## config.mk

```make
export PLATFORM = sky130hd
export DESIGN_NAME = wip_responder
export DESIGN_NICKNAME = d
export VERILOG_FILES = /design/src/rtl/wip_pkg.sv /design/src/rtl/wip_timer.sv /design/src/rtl/wip_toggle.sv /design/src/rtl/wip_status_mux.sv /design/src/rtl/wip_responder.sv
export SDC_FILE = /design/constraint.sdc
export NUM_CORES = 1
export LEC_CHECK = 0
export BUFFER_PORTS_ARGS = -buffer_cell sky130_fd_sc_hd__buf_2
export CAP_MARGIN = 20
export CORE_MARGIN = 2
export CORE_UTILIZATION = 51
export DETAILED_ROUTE_END_ITERATION = 8
export PLACE_DENSITY = 0.78
export SYNTH_ARGS = -nofsm -noshare
export SYNTH_HDL_FRONTEND = slang
export SYNTH_SLANG_ARGS = --single-unit
```

## constraint.sdc

```tcl
create_clock -name clk -period 1.5 [get_ports clk]
set_input_delay 0.075 -clock clk [delete_from_list [all_inputs] [get_ports clk]]
set_output_delay 0.075 -clock clk [all_outputs]
set_load 0.005 [all_outputs]
```

## src/rtl/wip_pkg.sv

```systemverilog
package wip_pkg;
  typedef enum logic [1:0] {
    OP_PROG = 2'd0,
    OP_SECT = 2'd1,
    OP_BLK  = 2'd2,
    OP_CHIP = 2'd3
  } op_e;

  function automatic int max2(input int a, input int b);
    return (a > b) ? a : b;
  endfunction
endpackage

```

## src/rtl/wip_timer.sv

```systemverilog
module wip_timer
  import wip_pkg::*;
#(
  parameter int PROG_CYC = 20,
  parameter int SECT_CYC = 60,
  parameter int BLK_CYC  = 80,
  parameter int CHIP_CYC = 150
) (
  input  logic clk,
  input  logic rst,
  input  logic start,
  input  op_e  op,
  output logic busy,
  output logic launch
);
  localparam int MAXC  = max2(max2(PROG_CYC, SECT_CYC), max2(BLK_CYC, CHIP_CYC));
  localparam int CNT_W = $clog2(MAXC + 1);

  logic [CNT_W-1:0] cnt;
  logic [CNT_W-1:0] dur;

  assign launch = start & ~busy;

  always_comb begin
    case (op)
      OP_PROG: dur = CNT_W'(PROG_CYC - 1);
      OP_SECT: dur = CNT_W'(SECT_CYC - 1);
      OP_BLK:  dur = CNT_W'(BLK_CYC - 1);
      default: dur = CNT_W'(CHIP_CYC - 1);
    endcase
  end

  always_ff @(posedge clk) begin
    if (rst) begin
      busy <= 1'b0;
      cnt  <= '0;
    end else if (busy) begin
      if (cnt == '0) busy <= 1'b0;
      else           cnt  <= cnt - 1'b1;
    end else if (launch) begin
      busy <= 1'b1;
      cnt  <= dur;
    end
  end
endmodule

```

## src/rtl/wip_toggle.sv

```systemverilog
module wip_toggle (
  input  logic clk,
  input  logic rst,
  input  logic clear,
  input  logic adv,
  output logic tgl
);
  always_ff @(posedge clk) begin
    if (rst)        tgl <= 1'b0;
    else if (clear) tgl <= 1'b0;
    else if (adv)   tgl <= ~tgl;
  end
endmodule

```

## src/rtl/wip_status_mux.sv

```systemverilog
module wip_status_mux
  import wip_pkg::*;
#(
  parameter int DATA_W   = 16,
  parameter int POLL_BIT = 7,
  parameter int TGL_BIT  = 6
) (
  input  logic              clk,
  input  logic              rst,
  input  logic              launch,
  input  op_e               op,
  input  logic [DATA_W-1:0] wdata,
  input  logic              rd_en,
  input  logic              busy,
  input  logic              tgl,
  input  logic [DATA_W-1:0] arr_data,
  output logic [DATA_W-1:0] rd_data
);
  logic              prog_q;
  logic [DATA_W-1:0] wd_q;
  logic [DATA_W-1:0] st;

  always_ff @(posedge clk) begin
    if (rst) begin
      prog_q <= 1'b0;
      wd_q   <= '0;
    end else if (launch) begin
      prog_q <= (op == OP_PROG);
      wd_q   <= wdata;
    end
  end

  for (genvar b = 0; b < DATA_W; b++) begin : g_st
    if (b == POLL_BIT) begin : g_poll
      assign st[b] = prog_q & ~wd_q[b];
    end else if (b == TGL_BIT) begin : g_tgl
      assign st[b] = tgl;
    end else begin : g_pass
      assign st[b] = prog_q & wd_q[b];
    end
  end

  always_ff @(posedge clk) begin
    if (rst)        rd_data <= '0;
    else if (rd_en) rd_data <= busy ? st : arr_data;
  end
endmodule

```

## src/rtl/wip_responder.sv

```systemverilog
module wip_responder
  import wip_pkg::*;
#(
  parameter int DATA_W   = 16,
  parameter int POLL_BIT = 7,
  parameter int TGL_BIT  = 6,
  parameter int PROG_CYC = 20,
  parameter int SECT_CYC = 60,
  parameter int BLK_CYC  = 80,
  parameter int CHIP_CYC = 150
) (
  input  logic              clk,
  input  logic              rst,
  input  logic              start_i,
  input  logic [1:0]        op_i,
  input  logic [DATA_W-1:0] wdata_i,
  input  logic              rd_en_i,
  input  logic [DATA_W-1:0] arr_data_i,
  output logic              busy_o,
  output logic [DATA_W-1:0] rd_data_o
);
  op_e  op;
  logic launch;
  logic tgl;

  assign op = op_e'(op_i);

  wip_timer #(
    .PROG_CYC(PROG_CYC), .SECT_CYC(SECT_CYC),
    .BLK_CYC(BLK_CYC),   .CHIP_CYC(CHIP_CYC)
  ) timer_i (
    .clk(clk), .rst(rst), .start(start_i), .op(op),
    .busy(busy_o), .launch(launch)
  );

  wip_toggle toggle_i (
    .clk(clk), .rst(rst), .clear(launch),
    .adv(rd_en_i & busy_o), .tgl(tgl)
  );

  wip_status_mux #(
    .DATA_W(DATA_W), .POLL_BIT(POLL_BIT), .TGL_BIT(TGL_BIT)
  ) mux_i (
    .clk(clk), .rst(rst), .launch(launch), .op(op), .wdata(wdata_i),
    .rd_en(rd_en_i), .busy(busy_o), .tgl(tgl),
    .arr_data(arr_data_i), .rd_data(rd_data_o)
  );
endmodule

```

---- Word level (Yosys, flattened, before mapping) ----
Index checks and enable logic that the tools add are counted.
storage, ports and cells
  register bits ........................... 43
  bits of input ports ..................... 38
  output and inout bits ................... 17
  logic and storage cells ................. 43
cells by class
  add/sub/neg operators ................... 1
  equal/unequal tests ..................... 3
  muxes and demuxes ....................... 8
  bitwise gates (word level) .............. 20
  reduce and logical (&&, ||, !) cells .... 5
operators by type and width
  cell                   count
  $mux W8                3
  $pmux W8 S3            1
  $and A1 B1 Y1          17
  $mux W16               1
  $logic_not A8 Y1       1
  $sub A8 B1 Y8 const B  1
  $mux W1                3
  $not A1 Y1             3
  $eq A2 B1 Y1 const B   1
  $eq A2 B2 Y1 const B   1
  $logic_not A2 Y1       1
  $ne A2 B2 Y1 const B   1
  $reduce_and A2 Y1      1
  $reduce_bool A2 Y1     1
  $reduce_or A2 Y1       1

---- Logic depth before layout (Yosys ltp) ----
Gate-level depths: netlist (run 1).
  depth in word-level cells ............... 4
  mapped depth ............................ 6
  depth with buffers taken out ............ 6

---- By module ----
A second synthesis (run 1) with hierarchy kept.
unflattened totals
  cells, all modules ...................... 216
  area total of the unflattened synthesis .. 1996.9 um^2
by module, submodules not included
  module          instances  cells each  area an instance (um^2)  seq. area each (um^2)
  wip_status_mux  1          140         1326.3                   640.6
  wip_timer       1          72          625.6                    180.2
  wip_toggle      1          3           38.8                     20.0
  wip_responder   1          1           6.3                      0.0

---- Worst setup path before layout (run 1) ----
Ideal clock, no wire load.
  path type ............................... flip-flop to flip-flop
  start point ............................. register timer_i.busy
  end point ............................... register timer_i.cnt[3]
  setup time .............................. 0.117 ns
  arrival ................................. 1.288 ns
  required time ........................... 1.383 ns
  path slack .............................. 0.095 ns
  cell stages (with the launch flop) ...... 6
  buffers on the path ..................... 1
  clock period less this slack ............ 1.405 ns
  path through ............................ dfxtp_1 buf_4 nor3b_4 a41oi_2 nor2b_2 a32o_1
between the ends
  longest elaborated chain between the ends .. 4
  elaborated cells on any way between the ends .. 6
  those cells by class .................... 1 x eq/ne; 1 x mux; 2 x bitwise; 2 x reduce/logical
RTL lines
  what                          line             RTL
  start: declaration            wip_timer.sv:13  output logic busy,
  start signal: assignment      wip_timer.sv:35  busy <= 1'b0;
  start signal: assignment      wip_timer.sv:38  if (cnt == '0) busy <= 1'b0;
  start signal: assignment      wip_timer.sv:41  busy <= 1'b1;
  $not A1 Y1                    wip_timer.sv:22  assign launch = start & ~busy;
  $and A1 B1 Y1                 wip_timer.sv:22
  $reduce_bool A2 Y1 (no line)  n/a
  $reduce_and A2 Y1 (no line)   n/a
  end signal: assignment        wip_timer.sv:39  else cnt <= cnt - 1'b1;
  end signal: assignment        wip_timer.sv:42  cnt <= dur;
  end: declaration              wip_timer.sv:19  logic [CNT_W-1:0] cnt;
Parallel ways exist; a longest one is shown, timed or not.
A chain may end at the register's enable or synchronous reset.

---- Worst setup path in the final report (run 1) ----
  start point ............................. register timer_i.busy
  end point ............................... register timer_i.cnt[0]
The elaborated chain is that of the path after synthesis.

==> results_dict.tcl, run 1 <==
set metrics [dict create \
    clkLatencyLatePin_ns 0.30 \
    synthTopCellsByArea "dfxtp_1 (43%), a311oi_1 (7.2%), nand2_1 (6.9%), nand2b_1 (5.8%), nor2_1 (5.0%)" \
    synth-xor-area-share_pct 0 \
    drt_iter0_drc 119 \
    synth.avg_cell_area_um2 8.325 \
    drc_errors 0 \
    dieArea_um2 4330 \
    antenna_cells 0 \
    grt_pass1_wl_um 6913 \
    synth_simple_gate_area_share_pct 26.33 \
    routabilityCongestion 0.8537 \
    synth.net_count 279 \
    synth_flop_cell "dfxtp_1" \
    totalPowerFinal_mw 2.478 \
    layout.cells.non_filler 333 \
    tightest_slew_ns 0.5450 \
    rsz0062_at_grt "true" \
    h-tree-depth 2 \
    hp-class "in -> reg" \
    grt_max_degree 35 \
    cts_root_buf "clkbuf_8" \
    port_buffers 53 \
    synth_top_area_share_pct 43.16 \
    yosysTopAreaCell "dfxtp_1" \
    synth_seq_cells 42 \
    dp_hpwl_um 2982 \
    hold_viol 0 \
    numCtsBuffers 5 \
    min_period_over_period_pct 95.05 \
    power_density_nw_per_um2 1055 \
    synth_top_family_by_area "simple AND/OR/NAND/NOR gates" \
    maxSlewHeadroom_pct 63.67 \
    end_kind "flip-flop" \
    dr.pass1.iters 4 \
    hold_buffers 0 \
    synth_compound_gate_area_share_pct 19.08 \
    antenna_left 0 \
    grtUsageTotal_pct 20.92 \
    wl_per_cell_um 12.43 \
    start_kind "flip-flop" \
    period_needed_ns 1.426 \
    critPathMaxFanout 16 \
    max-vdd-ir-drop_mv 0.4863 \
    synth_mux_area_share_pct 1.541 \
    cts_tree "built" \
    fillCellCount 338 \
    yosysMostFrequentCell "dfxtp_1" \
    p_leak_nw 0.9974 \
    grt_pass1_vias 1652 \
    synth_edf_count 0 \
    yosysWarnings 0 \
    synth.top_cells.by_count "dfxtp_1 (42), nand2_1 (36), nor2_1 (26), a21oi_1 (19), nand2b_1 (18)" \
    rows 22 \
    wl_um 4138 \
    outcome "complete, no violations" \
    vias 1770 \
    finalSetupTns_ns 0 \
    final_nets 329 \
    finalMaxSlewViolations 0 \
    synthArstFlopShare_pct 0 \
    viasPerCell 5.315 \
    syn_to_final_growth_pct 20.55 \
    start_util_pct 53.21 \
    synthAdderAreaFrac_pct 4.496 \
    critPathKind "reg -> reg" \
    cp.required_ns 1.70 \
    coreArea_um2 3661 \
    die_w_um 65.81 \
    cts.clk_slew.worst_paths_ns 0.08 \
    grt_overflow 0 \
    syn_inst 234 \
    io_pins 55 \
    fin_ws_ns 0.07418 \
    fin_worst_skew_ns 0.006794 \
    antenna_found_initial 0 \
    cts.sinks 42 \
    final_util_pct 64.15 \
    cp.arrival_ns 1.63 \
    synth-seq-area-share_pct 43.16 \
    drive_gt1_share_pct 27.37 \
    pre_cts_slack_ns 0.03776 \
    cts_buffer_depth 2 \
    synth_cell_type_count 33 \
    die_h_um 65.81 \
    syn-cell-area_um2 1948 \
    fmax_ghz 0.7014 \
    cap_violations 0 \
    setup_viol 0 \
    dp.cells 325 \
]
## state kept, by name, summed over array words and instances, names as in the netlist
| register | flops |
|---|---|
| mux_i.rd_data | 16 |
| toggle_i.tgl | 1 |
| mux_i.prog_q | 1 |
| mux_i.wd_q | 15 |
| timer_i.busy | 1 |
| timer_i.cnt | 8 |
## logic make-up after synthesis
family,Yosys count
AOI/OAI and AO/OA,51
DFF,42
buffers and inverters,25
and+or+nand+nor,106
muxes,3
adders and majority gates,7
## through the flow
stage	hold WS, ns	area, um^2
4_1_cts	0.001108	2345
6_report	0.01029	2349
3_5_place_dp	0.3240	2258
2_1_floorplan	0.1532	1948
3_3_place_gp	0.3173	2258
5_1_grt	0.0009054	2349
## final timing paths
path / start / end / slack, ns / depth (start not counted)
min reg2reg: mux_i.wd_q[7] / mux_i.wd_q[7] / 0.45 / 2
max reg2reg: timer_i.busy / timer_i.cnt[0] / 0.07 / 6
max: timer_i.busy / timer_i.cnt[0] / 0.07 / 6
min: wdata_i[2] / mux_i.wd_q[2] / 0.01 / 3
## where the power goes
group	internal [mW]	switching, mW
clock network	0.328	0.382
registers	1.20	0.0599
logic	0.235	0.269
total	1.77	0.710
## critical path, cell delays in order (launching register included)
cell	delay, ns
dfxtp_1	0.34
buf_4	0.20
nor2_1	0.10
a41oi_2	0.25
buf_4	0.17
nor2_1	0.04
a311oi_1	0.23
## layout by cell type, fill, tap and decap left out, types with 2 or more instances in the layout
| cell | count |
|---|---|
| a21oi_1 | 19 |
| a311oi_1 | 16 |
| a32o_1 | 2 |
| buf_2 | 53 |
| buf_4 | 9 |
| clkbuf_8 | 5 |
| dfxtp_1 | 41 |
| ha_1 | 6 |
| inv_1 | 6 |
| mux2i_1 | 3 |
| nand2_1 | 36 |
| nand2b_1 | 18 |
| nand3_1 | 16 |
| nand3b_1 | 2 |
| nor2_1 | 26 |
| nor2b_1 | 3 |
| o21ai_0 | 2 |
| o31ai_1 | 2 |
## per-layer routing
layer | share of wire (%) | global-route usage [%]
met1 | 45 | 24.20
met2 | 49 | 35.86
met3 | 4.5 | 4.089
met4 | 1.7 | 11.72
met5 | 0 | 0
## final cells by class
| class | instances | area (um^2) | area share [%] |
|---|---|---|---|
| well taps | 48 | 60.06 | 2.557 |
| inverters | 6 | 22.52 | 0.9590 |
| flip-flops and latches | 42 | 842.1 | 35.86 |
| clock inverters | 2 | 13.76 | 0.5860 |
| clock buffers | 6 | 72.57 | 3.090 |
| multi-input cells | 167 | 1005 | 42.78 |
| repair buffers | 62 | 332.8 | 14.17 |
## repair_timing
action	CTS	global route
buffers inserted	0	0
setup endpoints to repair	0	5
gates resized for setup	0	3
Power figures use the tool's default switching activity.
==> inputs of run 2 (changes only) <==
--- a/config.mk
+++ b/config.mk
@@ -5,12 +5,14 @@
 export SDC_FILE = /design/constraint.sdc
 export NUM_CORES = 1
 export LEC_CHECK = 0
+export ABC_AREA = 1
 export BUFFER_PORTS_ARGS = -buffer_cell sky130_fd_sc_hd__buf_2
 export CAP_MARGIN = 20
+export CORE_ASPECT_RATIO = 1.1
 export CORE_MARGIN = 2
 export CORE_UTILIZATION = 51
 export DETAILED_ROUTE_END_ITERATION = 8
-export PLACE_DENSITY = 0.78
+export PLACE_DENSITY = 0.79
 export SYNTH_ARGS = -nofsm -noshare
 export SYNTH_HDL_FRONTEND = slang
 export SYNTH_SLANG_ARGS = --single-unit
==> results_dict.tcl, run 2 <==
set metrics [dict create \
    outcome "complete, no violations" \
    hold_slack_ns 0.02390 \
    drt_iter0_drc 106 \
    syn-cell-area_um2 1927 \
    synth_flop_cell "dfxtp_1" \
    fillCellCount 355 \
    layout.cells.non_filler 369 \
    power_switching_uw 808.9 \
    critPathMaxFanout 10 \
    p_seq_share_pct 46.9 \
    synth_edf_count 0 \
    antenna_cells 0 \
    largest_reg_flops 16 \
    clkLatencyLatePin_ns 0.30 \
    end_kind "flip-flop" \
    regArea_um2 842.1 \
    maxSlewHeadroom_pct 46.88 \
    synthArstFlopShare_pct 0 \
    top_regs "mux_i.rd_data x16, mux_i.wd_q x15, timer_i.cnt x8" \
    start_util_pct 53.14 \
    wl_um 4508 \
    multi_input_area_um2 934.6 \
    final_nets 363 \
    antenna_left 0 \
    grt_pass1_vias 1688 \
    cts_root_buf "clkbuf_8" \
    cts_buffer_depth 2 \
    drive_gt1_share_pct 25.08 \
    min_delay_worst_endpoint "mux_i.wd_q[14]" \
    internal_power_mw 1.934 \
    start_kind "flip-flop" \
    synthTopCellsByArea "dfxtp_1 (44%), o21ai_0 (11%), nor2_1 (9.2%), nand2_1 (8.0%), a21oi_1 (6.0%)" \
    dp_hpwl_um 3159 \
    routabilityCongestion 0.8592 \
    synth-seq-area-share_pct 43.64 \
    fin_worst_skew_ns 0.005547 \
    rsz0062_at_grt "false" \
    yosysWarnings 0 \
    vias 1903 \
    synth.top_cells.by_count "nor2_1 (47), dfxtp_1 (42), nand2_1 (41), o21ai_0 (41), a21oi_1 (23)" \
    worstReg2RegEnd "timer_i.cnt[4]" \
    hold_viol 0 \
    cap_violations 0 \
    grtUsageTotal_pct 22.89 \
    dieArea_um2 4286 \
    finalMaxSlewViolations 0 \
    syn_inst 266 \
    fmax_ghz 0.7206 \
    clockPowerShare_pct 33.0 \
    cpMaxStageDelayCell "dfxtp_1" \
    critPathBufInv 1 \
    syn_to_final_growth_pct 21.36 \
    synth_top_area_share_pct 43.64 \
    crit_path_cell_trace "inv_1 -> ha_1 -> nand2_2 -> o21ai_4 -> nand2_4 -> o21ai_0 -> nor2_1" \
    fin_ws_ns 0.1123 \
    viasPerCell 5.157 \
    cp.arrival_ns 1.58 \
    grt_pass1_wl_um 7603 \
    cts.clk_slew.worst_paths_ns 0.08 \
    synth.net_count 311 \
    numCtsBuffers 5 \
    cts.sinks 42 \
    critPathKind "reg -> reg" \
    yosysTopAreaCell "dfxtp_1" \
    h-tree-depth 2 \
    hold_depth 3 \
    cp.required_ns 1.69 \
    combPwrFrac_pct 20.1 \
    reg2reg_slack_ns 0.11 \
    layout_commonest_cell "buf_2" \
    max-vdd-ir-drop_mv 0.6494 \
    power_density_nw_per_um2 1173 \
    dr.pass1.iters 5 \
    cts_tree "built" \
    crit_family "compound AO/OA/AOI/OAI gates" \
    tightest_slew_ns 0.7959 \
    grt_overflow 0 \
    top_register "mux_i.rd_data" \
    io_pins 55 \
    port_buffers 53 \
    drc_errors 0 \
    finalSetupTns_ns 0 \
    p_sw_share_pct 29.50 \
    dp.cells 361 \
    die_w_um 62.61 \
    max_stage_delay_ns 0.32 \
    pre_cts_slack_ns 0.1031 \
    grt_max_degree 33 \
    yosysMostFrequentCell "nor2_1" \
    r2r_start "timer_i.cnt[0]" \
    coreArea_um2 3626 \
    rr_worst_depth 7 \
    antenna_found_initial 0 \
    worstHoldStart "wdata_i[14]" \
    hold_buffers 0 \
    p_leak_nw 1.098 \
    synth.avg_cell_area_um2 7.244 \
    rows 23 \
    min_period_over_period_pct 92.51 \
    synth_cell_type_count 23 \
    die_h_um 68.47 \
    hp-class "in -> reg" \
    post_cts.repair.setup_buffers 0 \
    synth_seq_cells 42 \
    period_needed_ns 1.388 \
    wl_per_cell_um 12.22 \
    setup_viol 0 \
    layout_common_cells "buf_2 (53), nor2_1 (47), nand2_1 (41), dfxtp_1 (41), o21ai_0 (39)" \
]
[run 2: changes by cell type after synthesis, sizes merged, moves of 4 or more]
cell    delta
o21ai     +40
nor2      +23
nand2b    -18
a311oi    -16
inv       +14
nand2      +8
clkbuf     -7
a31oi      +6
a21oi      +5
nor2b      -4
[run 2: stage by stage]
step	total power [mW]	util, %	cell area [um^2]
6_report	2.742	64.49	2338
5_1_grt	2.904	64.49	2338
4_1_cts	2.751	64.46	2337
3_5_place_dp	1.851	61.35	2225
3_3_place_gp	1.834	61.35	2225
2_1_floorplan	1.682	-	1927
[run 2: layout make-up]
| type | count | share of cell area (%) |
|---|---|---|
| Clock inverter | 3 | 1.873 |
| Sequential cell | 42 | 36.01 |
| Tap cell | 50 | 2.675 |
| Clock buffer | 5 | 2.943 |
| Multi-Input combinational cell | 190 | 39.97 |
| Timing Repair Buffer | 58 | 12.95 |
| Inverter | 21 | 3.585 |
[run 2: per-layer routing]
layer	up-vias	global-route usage, %	share of wire (%)
met2	88	39.65	46
met4	0	8.611	1.5
met5	-	0	0
li1	969	-	-
met1	836	28.09	44
met3	10	5.428	7.5
[run 2: how the worst max path moves through the flow]
stage | endpoint | slack (ns) | start | cells past startpoint
after detailed placement | timer_i.cnt[5] | 0.10 | timer_i.busy | 6
final | timer_i.cnt[4] | 0.11 | timer_i.cnt[0] | 7
after CTS | timer_i.cnt[5] | 0.08 | timer_i.busy | 6
after global placement | timer_i.cnt[5] | 0.15 | timer_i.busy | 6
after global routing | timer_i.cnt[4] | 0.02 | timer_i.cnt[0] | 7
after floorplan | timer_i.cnt[2] | 0.26 | timer_i.cnt[0] | 7
[run 2: logic make-up after synthesis]
family	share of synthesized area (%)
fa+ha+maj	4.545
buf+inv	7.857
compound gates	19.87
simple gates	23.64
xor+xnor	0.4546
flops	43.64
[run 2: tightest hold or removal path, cell delays in order]
cell and delay, ns:
buf_2 0.07, o21ai_0 0.07, nor2_1 0.07
[run 2: repair_timing]
action	4_1_cts	5_1_grt
gates resized for setup	0	3
hold endpoints to repair	0	0
endpoints found under the setup margin	0	5
[run 2: power groups by stage]
stage	combinational [mW]	clock, mW	sequential (mW)
final	0.550	0.906	1.29
after CTS	0.549	0.919	1.28
after global routing	0.635	0.968	1.30
after floorplan	0.385	0	1.30
after detailed placement	0.542	0	1.31
after global placement	0.528	0	1.31
